===== config.mk =====
export PLATFORM = sky130hd
export DESIGN_NAME = twi_eeprom_slave
export DESIGN_NICKNAME = d
export VERILOG_FILES = /design/src/rtl/twi_eeprom_pkg.sv /design/src/rtl/twi_line_sync.sv /design/src/rtl/twi_word_ctr.sv /design/src/rtl/twi_eeprom_slave.sv
export SDC_FILE = /design/constraint.sdc
export NUM_CORES = 1
export LEC_CHECK = 0
export CAP_MARGIN = 20
export CORE_ASPECT_RATIO = 1.2
export CORE_MARGIN = 2
export CORE_UTILIZATION = 55
export CTS_CLUSTER_DIAMETER = 200
export DETAILED_ROUTE_END_ITERATION = 6
export PLACE_DENSITY_LB_ADDON = 0.08
export SLEW_MARGIN = 20
export SYNTH_ARGS = -nofsm -noshare
export SYNTH_HDL_FRONTEND = slang
export SYNTH_SLANG_ARGS = --single-unit

===== constraint.sdc =====
create_clock -name clk -period 3.11 [get_ports clk]
set_clock_uncertainty 0.05 [all_clocks]
set_input_delay 0.622 -clock clk [delete_from_list [all_inputs] [get_ports clk]]
set_output_delay 0.622 -clock clk [all_outputs]
set_load 0.005 [all_outputs]

===== src/rtl/twi_eeprom_pkg.sv =====
package twi_eeprom_pkg;

  typedef enum logic [2:0] {
    ST_IDLE,
    ST_DEV,
    ST_WADDR,
    ST_WDATA,
    ST_ACK,
    ST_TX,
    ST_MACK
  } eng_state_t;

  // next address inside an aligned page of 2**pbits bytes
  function automatic logic [15:0] page_next(input logic [15:0] a, input int unsigned pbits);
    logic [15:0] m;
    m = (16'd1 << pbits) - 16'd1;
    return (a & ~m) | ((a + 16'd1) & m);
  endfunction

  // next address over the whole aw-bit space
  function automatic logic [15:0] full_next(input logic [15:0] a, input int unsigned aw);
    logic [15:0] m;
    m = (16'd1 << aw) - 16'd1;
    return (a + 16'd1) & m;
  endfunction

  function automatic logic hdr_match(input logic [7:0] hdr, input logic [2:0] straps,
                                     input logic [3:0] code);
    return (hdr[7:4] == code) && (hdr[3:1] == straps);
  endfunction

endpackage


===== src/rtl/twi_line_sync.sv =====
module twi_line_sync #(
  parameter int STAGES = 2
) (
  input  logic clk,
  input  logic rst_n,
  input  logic scl_in,
  input  logic sda_in,
  output logic sda_s,
  output logic ev_rise,
  output logic ev_fall,
  output logic ev_start,
  output logic ev_stop
);
  localparam int LINES = 2;   // index 1 = SCL, index 0 = SDA

  logic [LINES-1:0] raw, cur, prv;
  assign raw = {scl_in, sda_in};

  genvar g;
  for (g = 0; g < LINES; g++) begin : g_line
    logic [STAGES-1:0] pipe;
    always_ff @(posedge clk or negedge rst_n) begin
      if (!rst_n) pipe <= '1;
      else        pipe <= {pipe[STAGES-2:0], raw[g]};
    end
    assign cur[g] = pipe[STAGES-1];
  end

  always_ff @(posedge clk or negedge rst_n) begin
    if (!rst_n) prv <= '1;
    else        prv <= cur;
  end

  assign sda_s    = cur[0];
  assign ev_rise  = cur[1] & ~prv[1];
  assign ev_fall  = ~cur[1] & prv[1];
  assign ev_start = cur[1] & prv[1] & prv[0] & ~cur[0];
  assign ev_stop  = cur[1] & prv[1] & ~prv[0] & cur[0];
endmodule


===== src/rtl/twi_word_ctr.sv =====
module twi_word_ctr
  import twi_eeprom_pkg::*;
#(
  parameter int AW        = 8,
  parameter int PAGE_BITS = 2
) (
  input  logic          clk,
  input  logic          rst_n,
  input  logic          ld,
  input  logic [AW-1:0] ld_val,
  input  logic          inc_page,
  input  logic          inc_full,
  output logic [AW-1:0] ctr
);
  always_ff @(posedge clk or negedge rst_n) begin
    if (!rst_n)        ctr <= '0;
    else if (ld)       ctr <= ld_val;
    else if (inc_page) ctr <= AW'(page_next(16'(ctr), PAGE_BITS));
    else if (inc_full) ctr <= AW'(full_next(16'(ctr), AW));
  end
endmodule


===== src/rtl/twi_eeprom_slave.sv =====
module twi_eeprom_slave
  import twi_eeprom_pkg::*;
#(
  parameter int         AW          = 8,
  parameter int         DW          = 8,
  parameter int         PAGE_BITS   = 2,
  parameter int         SYNC_STAGES = 2,
  parameter logic [3:0] TYPE_CODE   = 4'b1010
) (
  input  logic          clk,
  input  logic          rst_n,
  input  logic          scl_in,
  input  logic          sda_in,
  input  logic [2:0]    strap,
  output logic          sda_oe,
  input  logic          wr_busy,
  output logic          wr_req,
  output logic [AW-1:0] wr_addr,
  output logic [DW-1:0] wr_data,
  output logic          wr_commit,
  output logic [AW-1:0] rd_addr,
  input  logic [DW-1:0] rd_data
);
  localparam int CNT_W = $clog2(DW + 1);

  logic sda_s, ev_rise, ev_fall, ev_start, ev_stop;

  twi_line_sync #(.STAGES(SYNC_STAGES)) u_sync (
    .clk(clk), .rst_n(rst_n), .scl_in(scl_in), .sda_in(sda_in),
    .sda_s(sda_s), .ev_rise(ev_rise), .ev_fall(ev_fall),
    .ev_start(ev_start), .ev_stop(ev_stop)
  );

  eng_state_t       state, nxt_state;
  logic [DW-1:0]    sr, tx;
  logic [CNT_W-1:0] cnt;
  logic             mack_ok, written;
  logic [AW-1:0]    ctr_q;

  // named internal events
  logic byte_done, hdr_done, hdr_ack, ld_tx, ctr_ld, inc_page;
  assign byte_done = ev_fall && (cnt == CNT_W'(DW));
  assign hdr_done  = byte_done && (state == ST_DEV);
  assign hdr_ack   = hdr_done && hdr_match(sr[7:0], strap, TYPE_CODE) && !wr_busy;
  assign ld_tx     = ev_fall && !ev_stop && !ev_start &&
                     (((state == ST_ACK) && (nxt_state == ST_TX)) ||
                      ((state == ST_MACK) && mack_ok));
  assign ctr_ld    = byte_done && (state == ST_WADDR) && !ev_stop && !ev_start;
  assign inc_page  = byte_done && (state == ST_WDATA) && !ev_stop && !ev_start;

  twi_word_ctr #(.AW(AW), .PAGE_BITS(PAGE_BITS)) u_ctr (
    .clk(clk), .rst_n(rst_n), .ld(ctr_ld), .ld_val(sr[AW-1:0]),
    .inc_page(inc_page), .inc_full(ld_tx), .ctr(ctr_q)
  );

  assign rd_addr = ctr_q;

  always_ff @(posedge clk or negedge rst_n) begin
    if (!rst_n) begin
      state     <= ST_IDLE;
      nxt_state <= ST_IDLE;
      sr        <= '0;
      tx        <= '0;
      cnt       <= '0;
      mack_ok   <= 1'b0;
      written   <= 1'b0;
      sda_oe    <= 1'b0;
      wr_req    <= 1'b0;
      wr_addr   <= '0;
      wr_data   <= '0;
      wr_commit <= 1'b0;
    end else begin
      wr_req    <= 1'b0;
      wr_commit <= 1'b0;
      if (ev_stop) begin
        state  <= ST_IDLE;
        sda_oe <= 1'b0;
        cnt    <= '0;
        if (written) begin
          wr_commit <= 1'b1;
          written   <= 1'b0;
        end
      end else if (ev_start) begin
        state  <= ST_DEV;
        sda_oe <= 1'b0;
        cnt    <= '0;
      end else begin
        unique case (state)
          ST_DEV, ST_WADDR, ST_WDATA: begin
            if (ev_rise) begin
              sr  <= {sr[DW-2:0], sda_s};
              cnt <= cnt + CNT_W'(1);
            end else if (byte_done) begin
              cnt <= '0;
              if (state == ST_DEV) begin
                if (hdr_ack) begin
                  sda_oe    <= 1'b1;
                  state     <= ST_ACK;
                  nxt_state <= sr[0] ? ST_TX : ST_WADDR;
                end else begin
                  state <= ST_IDLE;
                end
              end else begin
                if (state == ST_WDATA) begin
                  wr_req  <= 1'b1;
                  wr_addr <= ctr_q;
                  wr_data <= sr;
                  written <= 1'b1;
                end
                sda_oe    <= 1'b1;
                state     <= ST_ACK;
                nxt_state <= ST_WDATA;
              end
            end
          end
          ST_ACK: begin
            if (ev_fall) begin
              state <= nxt_state;
              cnt   <= '0;
              if (nxt_state == ST_TX) begin
                sda_oe <= ~rd_data[DW-1];
                tx     <= {rd_data[DW-2:0], 1'b0};
              end else begin
                sda_oe <= 1'b0;
              end
            end
          end
          ST_TX: begin
            if (ev_rise) begin
              cnt <= cnt + CNT_W'(1);
            end else if (ev_fall) begin
              if (cnt == CNT_W'(DW)) begin
                sda_oe <= 1'b0;
                state  <= ST_MACK;
                cnt    <= '0;
              end else begin
                sda_oe <= ~tx[DW-1];
                tx     <= {tx[DW-2:0], 1'b0};
              end
            end
          end
          ST_MACK: begin
            if (ev_rise) begin
              mack_ok <= ~sda_s;
            end else if (ev_fall) begin
              if (mack_ok) begin
                state  <= ST_TX;
                sda_oe <= ~rd_data[DW-1];
                tx     <= {rd_data[DW-2:0], 1'b0};
              end else begin
                state <= ST_IDLE;
              end
            end
          end
          default: ;
        endcase
      end
    end
  end
endmodule


; After elaboration in Yosys (flattened, before gate mapping)
; Index checks and enable logic that the tools add are counted.
[word_totals]
word_cells = 177
ff_bits = 61
out_inout_bits = 27
[classes]
bitwise_logic = 18
n_mux = 69
reduce_logical = 37
eq_ne = 35
n_addsub = 2
[op_table]
columns = operator, n
row1 = 2-to-1 mux 8 bit, 11
row2 = 2-to-1 mux 3 bit, 16
row3 = "!= test 4 bit, second input constant", 9
row4 = 2-to-1 mux 4 bit, 8
row5 = 2-to-1 mux 1 bit, 30
row6 = one-hot mux 8 bit (3 select lines), 1
row7 = "!= test 5 bit, second input constant", 4
row8 = "!= test 2 bit, second input constant", 9
row9 = logical AND 1 bit, 16
row10 = "== test 3 bit, second input constant", 4
row11 = one-hot mux 3 bit (4 select lines), 1
row12 = one-hot mux 4 bit (3 select lines), 1
row13 = AND reduction 6 bit, 2
row14 = AND reduction 11 bit, 1
row15 = inverter 1 bit, 10
row16 = AND reduction 10 bit, 1
row17 = AND reduction 9 bit, 1
row18 = "adder 8 x 1 -> 8 bit, second input constant", 1
row19 = "== test 4 bit, second input constant", 2
row20 = OR 8 x 2 -> 8 bit, 1
row21 = AND reduction 4 bit, 2
row22 = AND 1 bit, 7
row23 = AND reduction 7 bit, 1
row24 = "== test 3 x 2 -> 1 bit, second input constant", 2
row25 = 13 further kinds, 20

; Longest topological paths before layout
; Gate-level depths: netlist (run 1).
[logic_depth]
word_depth = 13
depth_mapped = 8
ltp_nobuf = 8

; Hierarchy
; Synthesis (run 1) repeated with hierarchy kept, for this count alone.
[hier_totals]
cells_unflattened = 259
hier_area_um2 = 2896.5
[modules_own_cells]
columns = mod, instances, area_per_inst_um2, seq_area_each_um2, cells_per_inst
row1 = twi_eeprom_slave, 1, 2245.9, 1151.1, 200
row2 = twi_word_ctr, 1, 460.4, 200.2, 49
row3 = twi_line_sync, 1, 190.2, 157.7, 10

; Least setup slack after synthesis (run 1)
; Ideal clock, no wire load.
[synth_path]
kind = register -> register
start = register u_sync.prv[1]
end = register wr_addr[0]
arrival_time_ns = 2.086
path_buffers = 1
slack_ns = 0.849
synth_period_minus_slack_ns = 2.261
stages_incl_launch_ff = 7
cell_sequence = dfstp_2 ha_1 nand4b_2 a211o_4 nor3_4 buf_12 mux2_4
[synth_between]
elab_chain_cells = 5
elab_cells_between_ends = 13
[synth_rtl]
columns = element, line_no
row1 = start: declaration, twi_line_sync.sv:16  ; logic [LINES-1:0] raw, cur, prv;
row2 = start signal: assignment, twi_line_sync.sv:31  ; else prv <= cur;
row3 = AND 1 bit, "twi_line_sync.sv:37, twi_line_sync.sv:38"
row4 = AND 1 bit (on tied branches) (2 in a row), "twi_line_sync.sv:38, twi_line_sync.sv:37"
row5 = inverter 1 bit (no line), --
row6 = AND reduction 7 bit (no line) (*), --
row7 = end signal: assignment, twi_eeprom_slave.sv:106  ; wr_addr <= ctr_q;
row8 = end: declaration, twi_eeprom_slave.sv:18  ; output logic [AW-1:0] wr_addr,
; Every way passes the cells marked *; elsewhere a longest branch is shown, timed or not.
; A chain may end at the register's enable or synchronous reset.

; Worst setup path after layout (run 1)
[layout_path]
start = register u_sync.prv[1]
end = register u_ctr.ctr[7]
[layout_between]
elab_chain_cells = 8
elab_cells_between_ends = 21
[layout_rtl]
columns = element, line_no
row1 = AND 1 bit, "twi_line_sync.sv:37, twi_line_sync.sv:38"
row2 = AND 1 bit (2 in a row), twi_line_sync.sv:38  ; assign ev_stop = cur[1] & prv[1] & ~prv[0] & cur[0];
row3 = zero test 1 bit, "twi_eeprom_slave.sv:45, twi_eeprom_slave.sv:48, twi_eeprom_slave.sv:49"
row4 = logical AND 1 bit (on tied branches) (2 in a row), "twi_eeprom_slave.sv:49, twi_eeprom_slave.sv:45"
row5 = 2-to-1 mux 8 bit or logical AND 1 bit (tied branches), "twi_word_ctr.sv:18, twi_eeprom_slave.sv:45"
row6 = 2-to-1 mux 8 bit or nonzero test 3 bit (tied branches), --
row7 = end signal: assignment, twi_word_ctr.sv:17  ; else if (ld) ctr <= ld_val;
row8 = end signal: assignment, twi_word_ctr.sv:18  ; else if (inc_page) ctr <= AW'(page_next(16'(ctr), PAGE_BITS));
row9 = end signal: assignment, twi_word_ctr.sv:19  ; else if (inc_full) ctr <= AW'(full_next(16'(ctr), AW));
row10 = end: declaration, twi_word_ctr.sv:13  ; output logic [AW-1:0] ctr
; Parallel ways exist; a longest one is shown, timed or not.

==> results of run 1 <==
[registers in the layout, indices dropped and copies added (netlist names)]
register	flops
cnt	4
mack_ok	1
nxt_state	3
sda_oe	1
sr	8
state	3
tx	7
u_ctr.ctr	8
u_sync.g_line.pipe	4
u_sync.prv	2
wr_addr	8
wr_commit	1
wr_data	8
wr_req	1
written	1
[layer usage]
metal  vias to the layer above  GRT usage (%)  routed length, µm
met5                         -              0                  0
met4                         0           8.59                120
met3                        10           6.28                301
met2                        60           37.9               3270
met1                      1088           28.8               2700
li1                       1063              -                  -
[cell usage in the layout, fill, tap and decap left out, drive strengths merged, types with 6 or more instances in the layout]
| cell type | n |
|---|---|
| o21ai | 16 |
| inv | 11 |
| nand2 | 21 |
| mux2 | 38 |
| a21oi | 10 |
| ha | 8 |
| nor3 | 6 |
| nor2 | 19 |
| dfrtp | 54 |
| clkbuf | 12 |
| dfstp | 6 |
| clkdlybuf4s50 | 41 |
[power groups by stage]
| stage | sequential, mW | combinational, mW | clock (mW) |
|---|---|---|---|
| after floorplan | 0.916 | 0.411 | 0 |
| after global placement | 0.983 | 0.469 | 0 |
| after detailed placement | 0.983 | 0.474 | 0 |
| after CTS | 0.970 | 0.478 | 0.766 |
| after global routing | 0.985 | 0.531 | 0.802 |
| final | 0.971 | 0.476 | 0.751 |
[cell families (layout without fill, tap and decap cells)]
logic type	after synthesis	after routing
DFF	60	60
muxes	41	41
xor gates and xnor gates	8	8
and+or+nand+nor	80	80
adders and majority gates	8	8
AOI/OAI and AO/OA	54	54
buffers and inverters	21	72
[cell type report]
type / instances / area (µm²)
Fill cell: 408 / 1600
Sequential cell: 60 / 1510
Multi-Input combinational cell: 191 / 1490
Timing Repair Buffer: 45 / 438
Clock buffer: 12 / 135
Tap cell: 62 / 77.6
Clock inverter: 4 / 73.8
Inverter: 11 / 41.3
[per-stage QoR]
stage / hold WS (ns) / setup slack, ns
after floorplan: 0.276 / 0.849
after global placement: 0.296 / 0.685
after detailed placement: 0.298 / 0.626
after CTS: 0.162 / 0.611
after global routing: 0.180 / 0.478
final: 0.161 / 0.608
[worst max path at each step]
stage	start	endpoint	slack, ns	cells after the start
2_1_floorplan	u_sync.prv[1]	wr_addr[0]	0.85	6
3_3_place_gp	u_sync.prv[1]	u_ctr.ctr[7]	0.68	7
3_5_place_dp	u_sync.prv[1]	u_ctr.ctr[7]	0.63	7
4_1_cts	u_sync.prv[1]	u_ctr.ctr[7]	0.61	7
5_1_grt	u_sync.prv[1]	u_ctr.ctr[7]	0.48	7
6_report	u_sync.prv[1]	u_ctr.ctr[7]	0.61	7
==> summary.txt, run 1 <==
run status: finished, final reports clean
Final #Nets: 342
worst IR drop on VDD: 0.442 mV
library cell occupying the most area in the post-synthesis netlist: dfrtp_1
Starting Density: 57.8%
Setup violations, final: 0
Inst Count DP: 369
number of flops mapped to enable cells by yosys: 0
worst reg-to-reg path cell count: 7
clock tree from TritonCTS: built
data required time of the worst path: 3.29 ns
global-route wire length before repair: 11.0 mm
area fraction in compound gates after synthesis: 12.3%
# Max-Cap Violations: 0
proportion of power drawn by combinational gates: 21.7%
depth of the CTS H-tree: 3
vias per std cell: 5.77
CTS Buffer Depth: 2
worst r2r src: u_sync.prv[1]
number of top-level pins: 43
clock latency reported for the late side of the worst-skew pair: 0.34 ns
routability congestion estimate: 0.976
Post-CTS Setup Repair Bufs: 0
total count of max-transition violations in the final report: 0
share of synthesized flip-flops with an asynchronous set or reset: 100%
Yosys cell types: 58
area delta synth->final: 21.4%
worst hold path type: in -> async
delay-heaviest family, CP: compound AO/OA/AOI/OAI gates
area share of fa/ha/maj cells after synthesis: 3.22%
top post-synthesis cells by area: dfrtp_1 (44%), mux2_2 (11%), dfstp_2 (5.1%), mux2_4 (4.4%), ha_1 (3.2%)
multiplexer area fraction after synthesis: 15.8%
Yosys warning total: 0
ratio of total power to cell area: 583 nW/µm²
switching component of the power: 638 µW
cell with the most instances after synthesis: dfrtp_1
CP arrival: 2.68 ns
critical path's slowest cell: dfstp_2
final cell count without fillers: 385
post-synthesis net count: 296
Detailed Route WL: 6.39 mm
clock tree root buffer cell: clkbuf_8
post-cts resize count: 0
floorplan die width: 72.6 µm
number of global-route vias before repair: 2,277
proportion of layout cells with a drive suffix above 1: 22.6%
DP HPWL: 4.48 mm
worst flop-to-flop path endpoint: u_ctr.ctr[7]
fraction of synthesized cell area taken by the top area cell type: 43.5%
internal power: 1.56 mW
antenna violations before repair: 0
relative contribution of sequential cells to total power: 44.2%
number of iterations in the first detailed-routing pass: 4
count of buffers inserted at the top-level ports: 42
max frequency: 400 MHz
post-synthesis area per instance: 11.4 µm²
Yosys reg bits: 60
number of failing hold endpoints at the final stage: 0
via count: 2,221
share of power burned in the clock network: 34.2%
GRT Residual Overflow: 0
total global routing track utilization: 23.0%
cts bufs inserted: 9
ratio of final minimum period to clock period: 80.5%
number of instances in the synthesized netlist: 272
sequential-to-total area share from yosys stat: 48.6%
RSZ-0062 raised after global routing: false
die outline area: 6260 µm²
remaining max-slew budget at the tightest pin: 63.6%
minimum period implied by the final worst setup slack: 2.50 ns
number of rows in the core area: 29
actual transition at the worst max-transition pin: 0.546 ns
Net Sw Frac: 29.0%
peak fanout along the critical path: 14
area share of and/or/nand/nor cells after synthesis: 14.3%
primary flip-flop cell chosen by synthesis mapping: dfrtp_1
worst stage delay on the critical path: 0.56 ns
Pwr Total: 2.20 mW
clock slew at reported path FFs: 0.07 ns
Vert. Die Dim: 86.3 µm
critical setup path kind: reg -> reg
synthesized cell area: 3100 µm²
number of antenna-violating nets in the routed design: 0
utilization after layout: 70.2%
residual DRC count: 0
type of element launching the critical path: register
number of buffer and inverter stages on the critical path: 0
crit path capture type: register
DRC marker count from the first detailed-route iteration: 157
setup TNS after final layout: 0 ns
largest net degree at the start of global routing: 26
dominant combinational cell family by area after synthesis: multiplexers
ranking of synthesized cells by instance count: dfrtp_1 (54), mux2_2 (29), nand2_1 (21)
static leakage: 1.69 nW
setup slack of the worst register-to-register path: 0.61 ns
standard cell area after detailed placement: 3560 µm²
hold bufs inserted after CTS: 0
ordered list of cells on the worst path: ha_1 > nand4b_2 > a211o_4 > nor2b_4 > nor2_1 > a21o_1 > a221o_1
Routed wire per std cell: 16.6 µm
fin area: 3770 µm²
n_diodes: 0
synthesized-area fraction occupied by xor and xnor cells: 2.50%
placeable core area: 5370 µm²
clock sinks: 60
No activity file was read; power rests on OpenSTA's default activity.
==> run 2, diff against run 1 <==
CORE_UTILIZATION = 49   (was 55)
clock period = 2.1 ns   (was 3.11 ns; I/O delays follow)
==> run 2 against run 1 <==
The flow now finishes with violations (setup timing); sequential cell count stayed put; first-iteration DRC count is 18% lower; final area is 12% higher; power is 56% higher; non-clock buffer count is 33 higher; hold slack worse by 0.15 ns; register-to-register slack worse by 0.71 ns; critical endpoint is now wr_addr[2].
==> summary.txt, run 2 (synthesized netlist as in run 1, its figures left out) <==
worst reg-to-reg path cell count: 6
actual transition at the worst max-transition pin: 0.463 ns
ratio of final minimum period to clock period: 105%
worst flop-to-flop path endpoint: wr_addr[2]
Starting Density: 51.0%
largest net degree at the start of global routing: 61
total global routing track utilization: 21.1%
failing checks: setup timing
leading cell types in the layout, fill and taps excluded: dfrtp_1 (54), clkdlybuf4s50_1 (41), buf_4 (32)
cts bufs inserted: 9
Final #Nets: 375
static leakage: 1.88 nW
clock sinks: 60
worst setup slack before clock tree synthesis: -0.0983 ns
floorplan die width: 76.7 µm
CTS Buffer Depth: 2
CP arrival: 2.38 ns
number of iterations in the first detailed-routing pass: 5
clock latency reported for the late side of the worst-skew pair: 0.34 ns
Vert. Die Dim: 91.2 µm
antenna violations before repair: 0
die outline area: 6990 µm²
remaining max-slew budget at the tightest pin: 69.2%
number of rows in the core area: 31
Pwr Total: 3.44 mW
Detailed Route WL: 7.03 mm
routability congestion estimate: 0.894
worst IR drop on VDD: 0.478 mV
max frequency: 454 MHz
leading cell type in the layout, fill and taps excluded: dfrtp_1
worst hold path type: in -> async
vias per std cell: 5.43
proportion of layout cells with a drive suffix above 1: 34.8%
Inst Count DP: 418
ratio of total power to cell area: 817 nW/µm²
number of top-level pins: 43
capturing instance or port of the critical path: wr_addr[2]
type of element launching the critical path: register
utilization after layout: 69.1%
total count of max-transition violations in the final report: 0
clock tree root buffer cell: clkbuf_8
via count: 2,378
run status: complete, but fails checks
# Max-Cap Violations: 0
residual DRC count: 0
data required time of the worst path: 2.27 ns
placeable core area: 6090 µm²
final cell count without fillers: 438
DRC marker count from the first detailed-route iteration: 129
number of antenna-violating nets in the routed design: 0
critical setup path kind: reg -> reg
number of global-route vias before repair: 2,476
global-route wire length before repair: 11.6 mm
minimum period implied by the final worst setup slack: 2.20 ns
RSZ-0062 raised after global routing: true
setup slack of the worst register-to-register path: -0.10 ns
worst r2r src: u_sync.prv[1]
GRT Residual Overflow: 0
clock slew at reported path FFs: 0.07 ns
depth of the CTS H-tree: 3
crit path capture type: register
Critical Path Start: u_sync.prv[1]
n_diodes: 0
DP HPWL: 4.82 mm
Routed wire per std cell: 16.1 µm
least setup slack across all paths after layout: -0.103 ns
peak fanout along the critical path: 17
clock tree from TritonCTS: built
area delta synth->final: 35.6%
Setup violations, final: 19
number of failing hold endpoints at the final stage: 0
count of buffers inserted at the top-level ports: 42
run 2: routing by layer:
layer | GRT usage (%) | share of wire (%) | up-vias | wire, µm
li1 | - | - | 1133 | -
met1 | 24.7 | 42 | 1156 | 2980
met2 | 36.6 | 51 | 74 | 3580
met3 | 4.97 | 4.8 | 15 | 334
met4 | 9.39 | 2.0 | 0 | 138
met5 | 0 | 0 | - | 0
run 2: per-stage QoR:
stage | hold slack, ns | area [µm²] | TNS (ns)
6_report | 0.00606 | 4210 | -1.34
5_1_grt | 0.0339 | 4210 | -2.46
4_1_cts | 0.0170 | 4090 | -0.620
3_5_place_dp | 0.297 | 3860 | -0.628
3_3_place_gp | 0.297 | 3860 | -0.389
2_1_floorplan | 0.0744 | 3130 | -0.838
run 2: where the power goes:
group | switching, mW | internal (mW)
sequential | 0.134 | 1.28
combinational | 0.455 | 0.545
clock | 0.481 | 0.548
run 2: how the worst min path moves through the flow:
stage	start	to	slack (ns)	cells after the start
finish	rst_n	cnt[0]	0.006	2
global route	rst_n	cnt[0]	0.03	2
CTS	rst_n	cnt[0]	0.02	2
detailed placement	u_sync.g_line[1].pipe[0]	u_sync.g_line[1].pipe[1]	0.30	0
global placement	u_sync.g_line[1].pipe[0]	u_sync.g_line[1].pipe[1]	0.30	0
floorplan	rst_n	cnt[0]	0.07	0
run 2: timing repair:
action | in CTS | in global routing
hold buffers | 0 | 0
setup endpoints to repair | 20 | 33
setup buffers | 2 | 2
gates cloned | 0 | 0
pin swaps | 2 | 4
gates resized for setup | 6 | 23
hold endpoints to repair | 0 | 0
run 2: worst max-delay path, stage by stage, from the launching register on:
cell      delay [ns]
dfstp_2         0.60
ha_4            0.18
nand4b_4        0.15
a211o_4         0.35
nor3_4          0.21
buf_12          0.20
mux2_2          0.34
run 2: area by class of cell:
class | count | area, µm²
repair buffers | 78 | 727
inverters | 11 | 41.3
multi-input cells | 191 | 1640
clock inverters | 6 | 63.8
clock buffers | 10 | 128
well taps | 82 | 103
fillers | 482 | 1880
flip-flops and latches | 60 | 1510
==> run 3, diff against run 2 <==
CELL_PAD_IN_SITES_DETAIL_PLACEMENT = 0   (was not set)
CELL_PAD_IN_SITES_GLOBAL_PLACEMENT = 1   (was not set)
CORE_UTILIZATION = 39   (was 49)
==> run 3 against run 2 <==
The flow still finishes with violations (setup timing); fmax grew 1.6%; first-iteration DRC count shrank 12%; global-route usage shrank 3.0 points; non-clock buffer count grew 3; hold slack lost 0.0043 ns; sequential power is essentially flat; sequential share of layout area is essentially flat; routed wire length grew 1.9%; clock power grew 14%; power grew 3.4%; via count shrank 1.3%; highest routed layer unchanged.
==> summary.txt, run 3 (synthesized netlist as in run 1, its figures left out) <==
number of buffer and inverter stages on the critical path: 0
Starting Density: 40.3%
Pwr Total: 3.56 mW
crit path capture type: register
final cell count without fillers: 451
utilization after layout: 54.7%
max frequency: 461 MHz
routability congestion estimate: 0.761
delay-heaviest family, CP: flip-flops
worst IR drop on VDD: 0.390 mV
peak fanout along the critical path: 4
Final #Nets: 378
Routed wire per std cell: 15.9 µm
Vert. Die Dim: 102 µm
DP HPWL: 4.95 mm
area delta synth->final: 35.9%
critical setup path kind: reg -> reg
RSZ-0062 raised after global routing: true
Detailed Route WL: 7.17 mm
DRC marker count from the first detailed-route iteration: 113
worst r2r src: u_sync.prv[1]
number of rows in the core area: 35
CTS Buffer Depth: 2
total count of max-transition violations in the final report: 0
worst hold path type: in -> async
GRT Residual Overflow: 0
minimum period implied by the final worst setup slack: 2.17 ns
n_diodes: 0
Setup violations, final: 19
worst reg-to-reg path cell count: 7
setup TNS after final layout: -0.369 ns
leading cell type in the layout, fill and taps excluded: dfrtp_1
ratio of total power to cell area: 843 nW/µm²
residual DRC count: 0
clock slew at reported path FFs: 0.07 ns
ordered list of cells on the worst path: ha_2 > nor2b_4 > a21oi_1 > o2111a_1 > nor3_2 > a21boi_4 > mux2_2
standard cell area after detailed placement: 3860 µm²
largest net degree at the start of global routing: 61
via count: 2,346
number of global-route vias before repair: 2,444
number of failing hold endpoints at the final stage: 0
type of element launching the critical path: register
ratio of final minimum period to clock period: 103%
worst stage delay on the critical path: 0.57 ns
run status: complete, but fails checks
static leakage: 1.89 nW
fin area: 4220 µm²
die outline area: 8690 µm²
floorplan die width: 85.4 µm
global-route wire length before repair: 12.2 mm
leading cell types in the layout, fill and taps excluded: dfrtp_1 (52), clkdlybuf4s50_1 (41), buf_4 (37)
number of iterations in the first detailed-routing pass: 4
Inst Count DP: 428
antenna violations before repair: 0
count of buffers inserted at the top-level ports: 42
clock tree from TritonCTS: built
CP arrival: 2.35 ns
remaining max-slew budget at the tightest pin: 70.7%
least setup slack across all paths after layout: -0.0688 ns
vias per std cell: 5.20
cts bufs inserted: 9
setup slack of the worst register-to-register path: -0.07 ns
# Max-Cap Violations: 0
Filler cells: 701
critical path's slowest cell: dfstp_2
data required time of the worst path: 2.28 ns
placeable core area: 7710 µm²
total global routing track utilization: 18.1%
clock tree root buffer cell: clkbuf_8
number of top-level pins: 43
worst flop-to-flop path endpoint: state[0]
depth of the CTS H-tree: 3
proportion of layout cells with a drive suffix above 1: 35.4%
failing checks: setup timing
number of antenna-violating nets in the routed design: 0
clock latency reported for the late side of the worst-skew pair: 0.34 ns
actual transition at the worst max-transition pin: 0.439 ns
clock sinks: 60
==> run 3: per-layer routing <==
metal | track usage [%] | up-vias | share of wire (%)
li1 | - | 1138 | -
met1 | 21.9 | 1158 | 43
met2 | 30.8 | 38 | 51
met3 | 5.13 | 12 | 3.3
met4 | 6.84 | 0 | 1.8
met5 | 0 | - | 0
==> run 3: repair_timing <==
item	in CTS	in global routing
pin swaps	1	4
hold buffers	0	0
buffers inserted	2	5
resized for setup	7	17
endpoints found under the setup margin	19	35
==> run 3: power breakdown <==
| group | leakage [nW] | internal, mW | switching, mW | total [mW] |
|---|---|---|---|---|
| sequential | 0.794 | 1.28 | 0.136 | 1.42 |
| clock | 0.110 | 0.673 | 0.496 | 1.17 |
| combinational | 0.985 | 0.543 | 0.428 | 0.972 |
==> run 3: layout make-up <==
class	instances	area (µm²)	area share, %
Clock buffer	9	124	2.94
Inverter	11	41.3	0.979
Multi-Input combinational cell	191	1590	37.8
Timing Repair Buffer	81	733	17.4
Clock inverter	7	98.8	2.34
Sequential cell	60	1510	35.8
Tap cell	92	115	2.73
==> run 3: how the worst max path moves through the flow <==
stage / startpoint / cells after the start / slack, ns / end
floorplan: u_sync.prv[1] / 7 / -0.09 / state[0]
global placement: u_sync.prv[1] / 7 / -0.09 / state[1]
detailed placement: u_sync.prv[1] / 7 / -0.1 / state[0]
CTS: u_sync.prv[1] / 8 / -0.06 / state[0]
global route: u_sync.prv[1] / 7 / -0.14 / state[0]
finish: u_sync.prv[1] / 7 / -0.07 / state[0]
==> run 3: through the flow <==
stage,setup WS (ns),hold slack (ns)
floorplan,-0.0855,0.0744
global placement,-0.0854,0.298
detailed placement,-0.0971,0.298
CTS,-0.0631,0.0326
global route,-0.137,0.0457
finish,-0.0688,0.00176
